$ cat config.mk
export PLATFORM = sky130hd
export DESIGN_NAME = eac_addr_counter
export DESIGN_NICKNAME = d
export VERILOG_FILES = /design/src/rtl/eac_pkg.sv /design/src/rtl/eac_ofs_step.sv /design/src/rtl/eac_page_step.sv /design/src/rtl/eac_next_sel.sv /design/src/rtl/eac_addr_counter.sv
export SDC_FILE = /design/constraint.sdc
export NUM_CORES = 1
export LEC_CHECK = 0
export BUFFER_PORTS_ARGS = -buffer_cell sky130_fd_sc_hd__buf_4
export CAP_MARGIN = 20
export CORE_ASPECT_RATIO = 1.2
export CORE_MARGIN = 2
export CORE_UTILIZATION = 30
export CTS_BUF_LIST = sky130_fd_sc_hd__clkbuf_8
export CTS_CLUSTER_DIAMETER = 120
export CTS_CLUSTER_SIZE = 14
export DETAILED_ROUTE_END_ITERATION = 7
export HOLD_SLACK_MARGIN = 0.02
export PLACE_DENSITY = 0.58
export SYNTH_ARGS = -nofsm -noshare
export SYNTH_HDL_FRONTEND = slang
export SYNTH_SLANG_ARGS = --single-unit
$ cat constraint.sdc
create_clock -name clk -period 2.1 [get_ports clk]
set_input_delay 0.21 -clock clk [delete_from_list [all_inputs] [get_ports clk]]
set_output_delay 0.21 -clock clk [all_outputs]
set_load 0.005 [all_outputs]
$ cat src/rtl/eac_pkg.sv
package eac_pkg;
   typedef enum logic {
      EAC_WRITE = 1'b0,
      EAC_READ  = 1'b1
   } eac_mode_e;

   function automatic int unsigned eac_addr_width(input int unsigned xbits,
                                                  input int unsigned byte_w);
      return xbits + 2 * byte_w;
   endfunction
endpackage

$ cat src/rtl/eac_ofs_step.sv
module eac_ofs_step #(
   parameter int unsigned OFS_W = 8
) (
   input  logic [OFS_W-1:0] ofs_i,
   output logic [OFS_W-1:0] ofs_o,
   output logic             carry_o
);
   localparam logic [OFS_W-1:0] ONE = OFS_W'(1);

   always_comb begin
      ofs_o   = ofs_i + ONE;
      carry_o = &ofs_i;
   end
endmodule

$ cat src/rtl/eac_page_step.sv
module eac_page_step #(
   parameter int unsigned PAGE_W      = 9,
   parameter int unsigned OFS_W       = 8,
   parameter bit          SPLIT_CARRY = 1'b1
) (
   input  logic [PAGE_W-1:0] page_i,
   input  logic [OFS_W-1:0]  ofs_i,
   input  logic              carry_i,
   output logic [PAGE_W-1:0] page_o
);
   localparam int unsigned FULL_W = PAGE_W + OFS_W;

   generate
      if (SPLIT_CARRY) begin : g_split
         logic [PAGE_W-1:0] cin;
         always_comb begin
            cin    = '0;
            cin[0] = carry_i;
            page_o = page_i + cin;
         end
      end else begin : g_flat
         logic [FULL_W-1:0] sum;
         logic [FULL_W-1:0] one;
         logic              unused_carry;
         always_comb begin
            one          = '0;
            one[0]       = 1'b1;
            sum          = {page_i, ofs_i} + one;
            page_o       = sum[FULL_W-1:OFS_W];
            unused_carry = carry_i;
         end
      end
   endgenerate
endmodule

$ cat src/rtl/eac_next_sel.sv
module eac_next_sel #(
   parameter int unsigned XBITS  = 1,
   parameter int unsigned BYTE_W = 8,
   localparam int unsigned ADDR_W = XBITS + 2 * BYTE_W
) (
   input  logic [ADDR_W-1:0] cur_i,
   input  logic [ADDR_W-1:0] step_i,
   input  logic              inc_i,
   input  logic              ld_top_i,
   input  logic [XBITS-1:0]  top_bit_i,
   input  logic              ld_hi_i,
   input  logic [BYTE_W-1:0] hi_byte_i,
   input  logic              ld_lo_i,
   input  logic [BYTE_W-1:0] lo_byte_i,
   output logic [ADDR_W-1:0] nxt_o
);
   localparam int unsigned LO_LSB  = 0;
   localparam int unsigned HI_LSB  = BYTE_W;
   localparam int unsigned TOP_LSB = 2 * BYTE_W;

   logic any_ld;

   always_comb begin
      any_ld = ld_top_i | ld_hi_i | ld_lo_i;
      nxt_o  = cur_i;
      if (any_ld) begin
         if (ld_top_i) nxt_o[TOP_LSB +: XBITS] = top_bit_i;
         if (ld_hi_i)  nxt_o[HI_LSB  +: BYTE_W] = hi_byte_i;
         if (ld_lo_i)  nxt_o[LO_LSB  +: BYTE_W] = lo_byte_i;
      end else if (inc_i) begin
         nxt_o = step_i;
      end
   end
endmodule

$ cat src/rtl/eac_addr_counter.sv
module eac_addr_counter #(
   parameter int unsigned XBITS       = 1,
   parameter int unsigned BYTE_W      = 8,
   parameter bit          SPLIT_CARRY = 1'b1,
   localparam int unsigned ADDR_W = XBITS + 2 * BYTE_W,
   localparam int unsigned OFS_W  = BYTE_W,
   localparam int unsigned PAGE_W = ADDR_W - OFS_W
) (
   input  logic              clk,
   input  logic              rst_n,
   input  logic              rd_mode_i,
   input  logic              inc_i,
   input  logic              ld_top_i,
   input  logic [XBITS-1:0]  top_bit_i,
   input  logic              ld_hi_i,
   input  logic [BYTE_W-1:0] hi_byte_i,
   input  logic              ld_lo_i,
   input  logic [BYTE_W-1:0] lo_byte_i,
   output logic [ADDR_W-1:0] addr_o
);
   import eac_pkg::*;

   generate
      if (XBITS < 1)  begin : g_bad_x $error("XBITS must be at least 1"); end
      if (BYTE_W < 2) begin : g_bad_b $error("BYTE_W must be at least 2"); end
      if (ADDR_W != eac_addr_width(XBITS, BYTE_W)) begin : g_bad_w
         $error("address width mismatch");
      end
   endgenerate

   logic [ADDR_W-1:0] addr_q;
   logic [ADDR_W-1:0] addr_d;
   logic [ADDR_W-1:0] step;
   logic [OFS_W-1:0]  ofs_nxt;
   logic              ofs_carry;
   logic [PAGE_W-1:0] page_rd;
   eac_mode_e         mode;

   eac_ofs_step #(.OFS_W(OFS_W)) i_ofs (
      .ofs_i  (addr_q[OFS_W-1:0]),
      .ofs_o  (ofs_nxt),
      .carry_o(ofs_carry)
   );

   eac_page_step #(.PAGE_W(PAGE_W), .OFS_W(OFS_W), .SPLIT_CARRY(SPLIT_CARRY)) i_page (
      .page_i (addr_q[ADDR_W-1:OFS_W]),
      .ofs_i  (addr_q[OFS_W-1:0]),
      .carry_i(ofs_carry),
      .page_o (page_rd)
   );

   always_comb begin
      mode = eac_mode_e'(rd_mode_i);
      if (mode == EAC_READ) step = {page_rd, ofs_nxt};
      else                  step = {addr_q[ADDR_W-1:OFS_W], ofs_nxt};
   end

   eac_next_sel #(.XBITS(XBITS), .BYTE_W(BYTE_W)) i_sel (
      .cur_i    (addr_q),
      .step_i   (step),
      .inc_i    (inc_i),
      .ld_top_i (ld_top_i),
      .top_bit_i(top_bit_i),
      .ld_hi_i  (ld_hi_i),
      .hi_byte_i(hi_byte_i),
      .ld_lo_i  (ld_lo_i),
      .lo_byte_i(lo_byte_i),
      .nxt_o    (addr_d)
   );

   always_ff @(posedge clk or negedge rst_n) begin
      if (!rst_n) addr_q <= '0;
      else        addr_q <= addr_d;
   end

   assign addr_o = addr_q;
endmodule

* Word-level counts from Yosys, hierarchy flattened
Cells that the tools add are included.
** Cells by class
- Add/sub/neg operators :: 2
- Reduce and logical (&&, ||, !) cells :: 6
- Mux-type cells :: 6
- Bitwise operators :: 2
- Equality and inequality tests :: 3
** Operators with widths (count)
- 17-bit two-way mux :: 3
- 8-bit two-way mux :: 2
- 9-bit by 1-bit adder with 9-bit output :: 1
- 8-bit by 1-bit adder with 8-bit output (second input constant) :: 1
- 8-bit AND reduction :: 1
- 2-bit inequality test (second input constant) :: 3
- 3-bit AND reduction :: 2
- 2-bit nonzero test :: 2
- 1-bit bitwise OR :: 2
- 2-bit AND reduction :: 1
- 1-bit two-way mux :: 1
** Word-level totals
- Output and inout port bits :: 17
- Logic and storage cells :: 22
- Bits in registers :: 17
- Input bits :: 24

* Logic depth before layout (Yosys ltp)
Gate-level depths: netlist of the first run.
- Word-level depth :: 5
- Gate-level depth with buffers :: 9
- Mapped depth without buffers :: 9

* Modules after synthesis
From an unflattened synthesis of the first run, not the netlist that was laid out.
** Unflattened totals
- Cell total of the unflattened synthesis :: 122
- Area, all modules :: 1248.7 um^2
** By module, submodules not included
- eac_addr_counter :: cells an instance 27, area an instance 571.8 um^2, instances 1
- eac_next_sel :: cells an instance 60, area an instance 406.6 um^2, instances 1
- eac_page_step :: cells an instance 19, area an instance 141.4 um^2, instances 1
- eac_ofs_step :: cells an instance 16, area an instance 128.9 um^2, instances 1

* Least setup slack after synthesis of the first run
No wires, ideal clock.
- Path type :: register to register
- Start point :: reg addr_q[3] (netlist: addr_o[3])
- End point :: reg addr_q[16] (netlist: addr_o[16])
- Setup time :: 0.121 ns
- Setup slack :: 0.093 ns
- Period minus slack after synthesis :: 2.007 ns
- Arrival :: 1.886 ns
- Cell stages (with the launch flop) :: 10
- Cells stage by stage :: dfrtp_1 -> nand4_1 -> or2_2 -> nor2_1 -> ha_1 -> ha_1 -> and3_1 -> nand3_1 -> o22a_1 -> o22a_1
** Between the ends
- Word-level cells in the longest chain between the ends :: 5
** Ends and longest elaborated chain
- start, declared :: RTL line eac_addr_counter.sv:31 : logic [ADDR_W-1:0] addr_q;
- start signal, assigned :: RTL line eac_addr_counter.sv:73 : else addr_q <= addr_d;
- 8-bit AND reduction :: RTL line eac_ofs_step.sv:12 : carry_o = &ofs_i;
- 9-bit by 1-bit adder with 9-bit output :: RTL line eac_page_step.sv:19 : page_o = page_i + cin;
- 17-bit two-way mux :: RTL line eac_addr_counter.sv:54 : if (mode == EAC_READ) step = {page_rd, ofs_nxt};
- 17-bit two-way mux :: RTL line eac_next_sel.sv:30 : end else if (inc_i) begin
- 17-bit two-way mux :: RTL line eac_next_sel.sv:26 : if (any_ld) begin
No other way between the ends. The select of a mux whose other input is x is not followed.
A chain may end at the register's enable or synchronous reset.

* Final worst setup path of the first run
- Start point :: reg addr_q[0] (netlist: addr_o[0])
- End point :: reg addr_q[14] (netlist: addr_o[14])
Same word-level chain as after synthesis.

==> metrics.md, run 1 <==
| Metric | Value |
|---|---|
| Area of the multi-input gates | `614.3 µm²` |
| Leakage | `0.0006850 µW` |
| CP max stage cell | `dfrtp_1` |
| Drt first pass iters | `4` |
| Worst setup path class | `flop to flop` |
| Area delta synth->final | `46.21%` |
| Slew headroom | `0.6736` |
| Status | `completed` |
| Largest family of logic cells by synthesized area | `compound AO/OA/AOI/OAI gates` |
| Maxcap violations | `0` |
| H-tree Lvls | `1` |
| Total GRT Usage | `0.1612` |
| Fmax | `507.9 MHz` |
| Row count | `23` |
| CP cell instances | `ha_1 > nand2_1 > nor2_2 > ha_2 > ha_4 > and3_4 > buf_4 > nand3_1 > a21oi_2 > o22a_1` |
| Final antenna-violating net count | `0` |
| TritonCTS Buffers | `3` |
| Largest register FFs | `17` |
| Slack of the worst reg-to-reg path | `130 ps` |
| RSZ-0062 raised after global routing | `no` |
| CTS tree | `yes` |
| XOR/XNOR Fraction of Synth Area | `0.008294` |
| DRC Markers | `0` |
| Hold slack | `193.3 ps` |
| First-pass GRT wire length | `4981 µm` |
| Worst-path fanout max | `4` |
| Routed len/inst | `13.93 µm` |
| Starting density of the core | `0.3136` |
| Number of synthesized flops with an enable pin | `0` |
| FILL cells | `349` |
| Finished Core Util | `0.4586` |
| Worst setup SP type | `flop` |
| Worst hold start | `lo_byte_i[0]` |
| WP buf/inv | `1` |
| Routability cong. | `0.8074` |
| CTS clock-pin slew for the worst setup and hold paths | `70 ps` |
| Hold Vio Cnt, Final | `0` |
| Leading post-synthesis cells by cell area | `dfrtp_1, a21oi_1, o21ai_0, nand2_1, o22a_1` |
| Top-count cell post-synth | `dfrtp_1` |
| Slew of the pin with the lowest slew margin | `489.5 ps` |
| Worst skew pair latency | `250 ps` |
| Layout Nets | `202` |
| Adder-Cell Fraction of Synth Area | `0.03555` |
| Setup TNS Final | `0 ps` |
| WL final | `2939 µm` |
| Yosys top cell by area | `dfrtp_1` |
| CP Capture Type | `flop` |
| Synth cell count leaders | `dfrtp_1, a21oi_1, nand2_1, o21ai_0, nor2_1` |
| HPWL Detailed | `2168 µm` |
| Worst vdd ir | `0.3926 mV` |
| CP top delay family | `adder cells` |
| Yosys cell types | `32` |
| Vias | `1124` |
| CP max stage delay | `390 ps` |
| Post-Synth Simple-Gate Area | `0.1931` |
| Crit share post-route | `0.9376` |
| Root Driver | `clkbuf_8` |
| Ys async rst share | `1.000` |
| Pwr Density | `600.1 mW/mm²` |
| Max-slew violations | `0` |
| Vias/cell | `5.327` |
| DIE HEIGHT | `68.99 µm` |
| CP arrival | `2110 ps` |
| Top_reg_cell synth | `dfrtp_1` |
| Hold EP | `addr_o[0]$_DFFE_PN0P_` |
| Layout cell share with drive strength beyond 1 | `0.3793` |
| DIE WIDTH | `58.16 µm` |
| Syn Nets | `150` |
| CTS Buffer Depth | `2` |
| Worst R2R Start | `addr_o[0]$_DFFE_PN0P_` |
| Top cell type's share of synthesized area | `0.4028` |
| Mux contribution to synthesized area | `0.01896` |
| Hold crit path type | `primary input to flop` |
| Pin count of the biggest net entering global routing | `18` |
| Initial DRC count | `24` |
| Port bufs | `40` |
| Final setup fails | `0` |
| Hold Path Depth | `3` |
| Reg-to-reg critical path endpoint | `addr_o[14]$_DFFE_PN0P_` |
| Worst clock skew | `4.710 ps` |
| Storage cell area | `425.4 µm²` |
| Yosys warns | `0` |
| R2R depth | `10` |
| Flops & latches, synth | `17` |
| Vias in the first global route | `1095` |
| Sink Count | `17` |
| Total gr overflow | `0` |
| Finished Cell Area | `0.001544 mm²` |
| Compound-Gate Fraction of Synth Area | `0.2938` |
| Seq/Total Area, Yosys | `0.4028` |
| Worst Path Required | `2240 ps` |
| Dpl cell area | `0.001431 mm²` |
| Initial antenna violation count | `0` |
| Syn avg cell area | `8.585 µm²` |
| Core Region | `0.003367 mm²` |
| Synth Instances | `123` |
| Boundary pin count | `41` |
| Cell Area, Synth | `0.001056 mm²` |
| Placed insts | `203` |
| Min Tclk post-route | `1969 ps` |
| Post-route insts no fill | `211` |
| DIE AREA | `0.004012 mm²` |
| Ant diodes | `0` |
==> metal layers <==
metal / vias to the layer above / GRT usage / part of all wire
met5: - / 0 / 0
met4: 0 / 0.06395 / 0.0048
met3: 2 / 0.02425 / 0.051
met2: 32 / 0.2898 / 0.52
met1: 527 / 0.1927 / 0.42
li1: 563 / - / -
==> through the flow <==
step / setup WS [ps] / power, µW
after floorplan: 92.74 / 513.1
after global placement: 62.18 / 662.7
after detailed placement: -1.540 / 667.1
after CTS: 11.87 / 931.2
after global routing: 7.244 / 991.4
final: 131.1 / 926.6
==> timing repair <==
item | in CTS | in global routing
hold endpoints to repair | 17 | 0
gates resized for setup | 2 | 6
endpoints found under the setup margin | 1 | 4
hold buffers | 1 | 0
cloned | 0 | 0
buffers inserted | 1 | 2
pin swaps | 0 | 2
==> placed cells by master (no fill, tap or decap), drive strengths merged, types with 2 or more instances in the layout <==
cell and n:
mux2i 2, inv 3, o21ai 14, a31oi 4
or2 2, nor3 2, dfrtp 17, buf 52
clkbuf 3, nor2 11, nand2 14, a22o 2
o22ai 4, o22a 5, and3 2, ha 3
nand3 6, a21oi 16
==> logic make-up after synthesis <==
family,Yosys count
compound gates,50
xor+xnor,1
fa+ha+maj,3
buf+inv,9
flops,17
mux,2
simple gates,41
==> power breakdown <==
part           switching, µW  leakage, µW  internal, µW
clock                    123    0.0000255           132
sequential              39.5     0.000198           366
combinational            116     0.000462           151
total                    278     0.000685           649
==> layout make-up <==
class	count	share of cell area
sequential	17	0.2755
tap	37	0.02998
inverter	3	0.007293
multi-input combinational	97	0.3979
clock inverter	1	0.003241
clock buffer	3	0.02674
timing repair buffer	53	0.2593
==> worst max-delay path by stage <==
stage	slack [ps]	depth (start not counted)	startpoint	to
after floorplan	90	9	addr_o[3]$_DFFE_PN0P_	addr_o[16]$_DFFE_PN0P_
after global placement	60	9	addr_o[4]$_DFFE_PN0P_	addr_o[16]$_DFFE_PN0P_
after detailed placement	-2	9	addr_o[4]$_DFFE_PN0P_	addr_o[16]$_DFFE_PN0P_
after CTS	10	9	addr_o[4]$_DFFE_PN0P_	addr_o[16]$_DFFE_PN0P_
after global routing	7	9	addr_o[4]$_DFFE_PN0P_	addr_o[15]$_DFFE_PN0P_
final	130	10	addr_o[0]$_DFFE_PN0P_	addr_o[14]$_DFFE_PN0P_
==> worst register-to-register path, cell delays in order, from the launching register on <==
cell,delay (ps)
dfrtp_1,390
ha_1,230
nand2_1,150
nor2_2,60
ha_2,190
ha_4,160
and3_4,180
buf_4,140
nand3_1,100
a21oi_2,60
o22a_1,190
Note: power is estimated with default switching activity, not from simulation.
==> run 2: changes to the inputs <==
--- a/config.mk
+++ b/config.mk
@@ -15,7 +15,7 @@
 export CTS_CLUSTER_SIZE = 14
 export DETAILED_ROUTE_END_ITERATION = 7
 export HOLD_SLACK_MARGIN = 0.02
-export PLACE_DENSITY = 0.58
+export PLACE_DENSITY = 0.6
 export SYNTH_ARGS = -nofsm -noshare
 export SYNTH_HDL_FRONTEND = slang
 export SYNTH_SLANG_ARGS = --single-unit
==> constraint.sdc (replaced) <==
create_clock -name clk -period 1.6 [get_ports clk]
set_input_delay 0.16 -clock clk [delete_from_list [all_inputs] [get_ports clk]]
set_output_delay 0.16 -clock clk [all_outputs]
set_load 0.005 [all_outputs]
==> metrics.md, run 2 (synthesized netlist as in run 1, its figures left out) <==
| Metric | Value |
|---|---|
| Finished Core Util | `0.4968` |
| CP arrival | `1970 ps` |
| DIE WIDTH | `58.16 µm` |
| DIE HEIGHT | `68.99 µm` |
| Slew headroom | `0.7500` |
| DRC Markers | `0` |
| Port bufs | `40` |
| Pin count of the biggest net entering global routing | `18` |
| Worst skew pair latency | `250 ps` |
| Boundary pin count | `41` |
| Worst-path fanout max | `3` |
| Hold slack | `117.8 ps` |
| Violated checks | `setup timing` |
| Total gr overflow | `0` |
| WL final | `3120 µm` |
| HPWL Detailed | `2411 µm` |
| Worst setup path class | `flop to flop` |
| Final antenna-violating net count | `0` |
| Leakage | `0.0007442 µW` |
| Maxcap violations | `0` |
| Ant diodes | `0` |
| Starting density of the core | `0.3136` |
| Fmax | `543.7 MHz` |
| Core Region | `0.003367 mm²` |
| Vias/cell | `5.303` |
| Max-slew violations | `0` |
| Layout cell share with drive strength beyond 1 | `0.4511` |
| Vias | `1172` |
| Routability cong. | `0.7769` |
| Worst clock skew | `1.817 ps` |
| Initial antenna violation count | `0` |
| Area of the multi-input gates | `660.6 µm²` |
| H-tree Lvls | `1` |
| CTS Buffer Depth | `2` |
| Largest register FFs | `17` |
| Area delta synth->final | `58.41%` |
| RSZ-0062 raised after global routing | `yes` |
| Crit share post-route | `1.149` |
| Worst vdd ir | `0.4124 mV` |
| Routed len/inst | `14.12 µm` |
| CTS tree | `yes` |
| Most frequent cells in the layout | `buf_4, dfrtp_1, a21oi_1, nand2_1, nor2_1` |
| Drt first pass iters | `4` |
| Storage cell area | `425.4 µm²` |
| Initial DRC count | `42` |
| Commonest non-fill, non-tap cell in the layout | `buf_4` |
| FILL cells | `327` |
| Sink Count | `17` |
| Worst setup SP type | `flop` |
| TritonCTS Buffers | `3` |
| Setup TNS Final | `-986.4 ps` |
| Min Tclk post-route | `1839 ps` |
| Final setup fails | `6` |
| Hold Vio Cnt, Final | `0` |
| First-pass GRT wire length | `5230 µm` |
| Status | `finished, violations left` |
| Slew of the pin with the lowest slew margin | `375.0 ps` |
| Hold crit path type | `primary input to flop` |
| Vias in the first global route | `1189` |
| Worst Path Required | `1730 ps` |
| CP Capture Type | `flop` |
| Root Driver | `clkbuf_8` |
| Worst setup margin | `-239.1 ps` |
| Row count | `23` |
| Total GRT Usage | `0.1687` |
| CTS clock-pin slew for the worst setup and hold paths | `70 ps` |
| Pwr Density | `747.4 mW/mm²` |
| Layout Nets | `212` |
| DIE AREA | `0.004012 mm²` |
==> run 2: area by class of cell <==
class | count | share of cell area
Clock buffer | 3 | 0.02468
Clock inverter | 1 | 0.002992
Inverter | 3 | 0.006732
Multi-Input combinational cell | 97 | 0.3949
Sequential cell | 17 | 0.2543
Tap cell | 37 | 0.02767
Timing Repair Buffer | 63 | 0.2887
==> run 2: what timing repair did <==
action	in CTS	in global routing
endpoints found under the hold margin	17	0
endpoints found under the setup margin	7	8
pin swaps	6	5
gates resized for setup	11	6
hold buffers	1	0
buffers inserted	3	2
==> run 2: power breakdown <==
part           total [µW]  switching, µW  leakage, µW  internal (µW)
Combinational         391            170     0.000521            220
Sequential            534           53.1     0.000198            481
Clock                 326            153    0.0000255            173
==> run 2: per-stage QoR <==
step                      instances  setup slack (ps)  power [µW]  instance area [µm²]
after global placement          211            -282.2       897.6                 1519
final                           221            -239.1        1250                 1673
after CTS                       219            -261.5        1262                 1638
after global routing            221            -377.5        1342                 1673
after detailed placement        211            -342.5       910.8                 1519
after floorplan                 123            -328.3       680.0                 1084
==> run 2: path summary, 6_finish.rpt <==
path,start,slack (ps),cells past startpoint,endpoint
hold / removal,lo_byte_i[0],120,3,addr_o[0]$_DFFE_PN0P_
setup reg to reg,addr_o[0]$_DFFE_PN0P_,-240,11,addr_o[10]$_DFFE_PN0P_
max in group asynchronous,rst_n,1090,2,addr_o[6]$_DFFE_PN0P_
hold reg to reg,addr_o[16]$_DFFE_PN0P_,540,1,addr_o[16]$_DFFE_PN0P_
setup / recovery,addr_o[0]$_DFFE_PN0P_,-240,11,addr_o[10]$_DFFE_PN0P_
min in group asynchronous,rst_n,310,2,addr_o[15]$_DFFE_PN0P_
==> run 2: routing by layer <==
metal / GRT usage / share of wire / up-vias
li1: - / - / 578
met1: 0.1929 / 0.42 / 561
met2: 0.3295 / 0.53 / 31
met3: 0.02239 / 0.044 / 2
met4: 0.04070 / 0.0067 / 0
met5: 0 / 0 / -
==> run 2: critical path, stage by stage (launching register included) <==
cell and delay [ps]:
dfrtp_1 390, ha_2 210, nand2_4 80, nor2_4 50
ha_4 160, ha_4 150, buf_4 120, buf_6 100
buf_6 100, nor3b_2 140, a21oi_1 130, o21ai_1 80
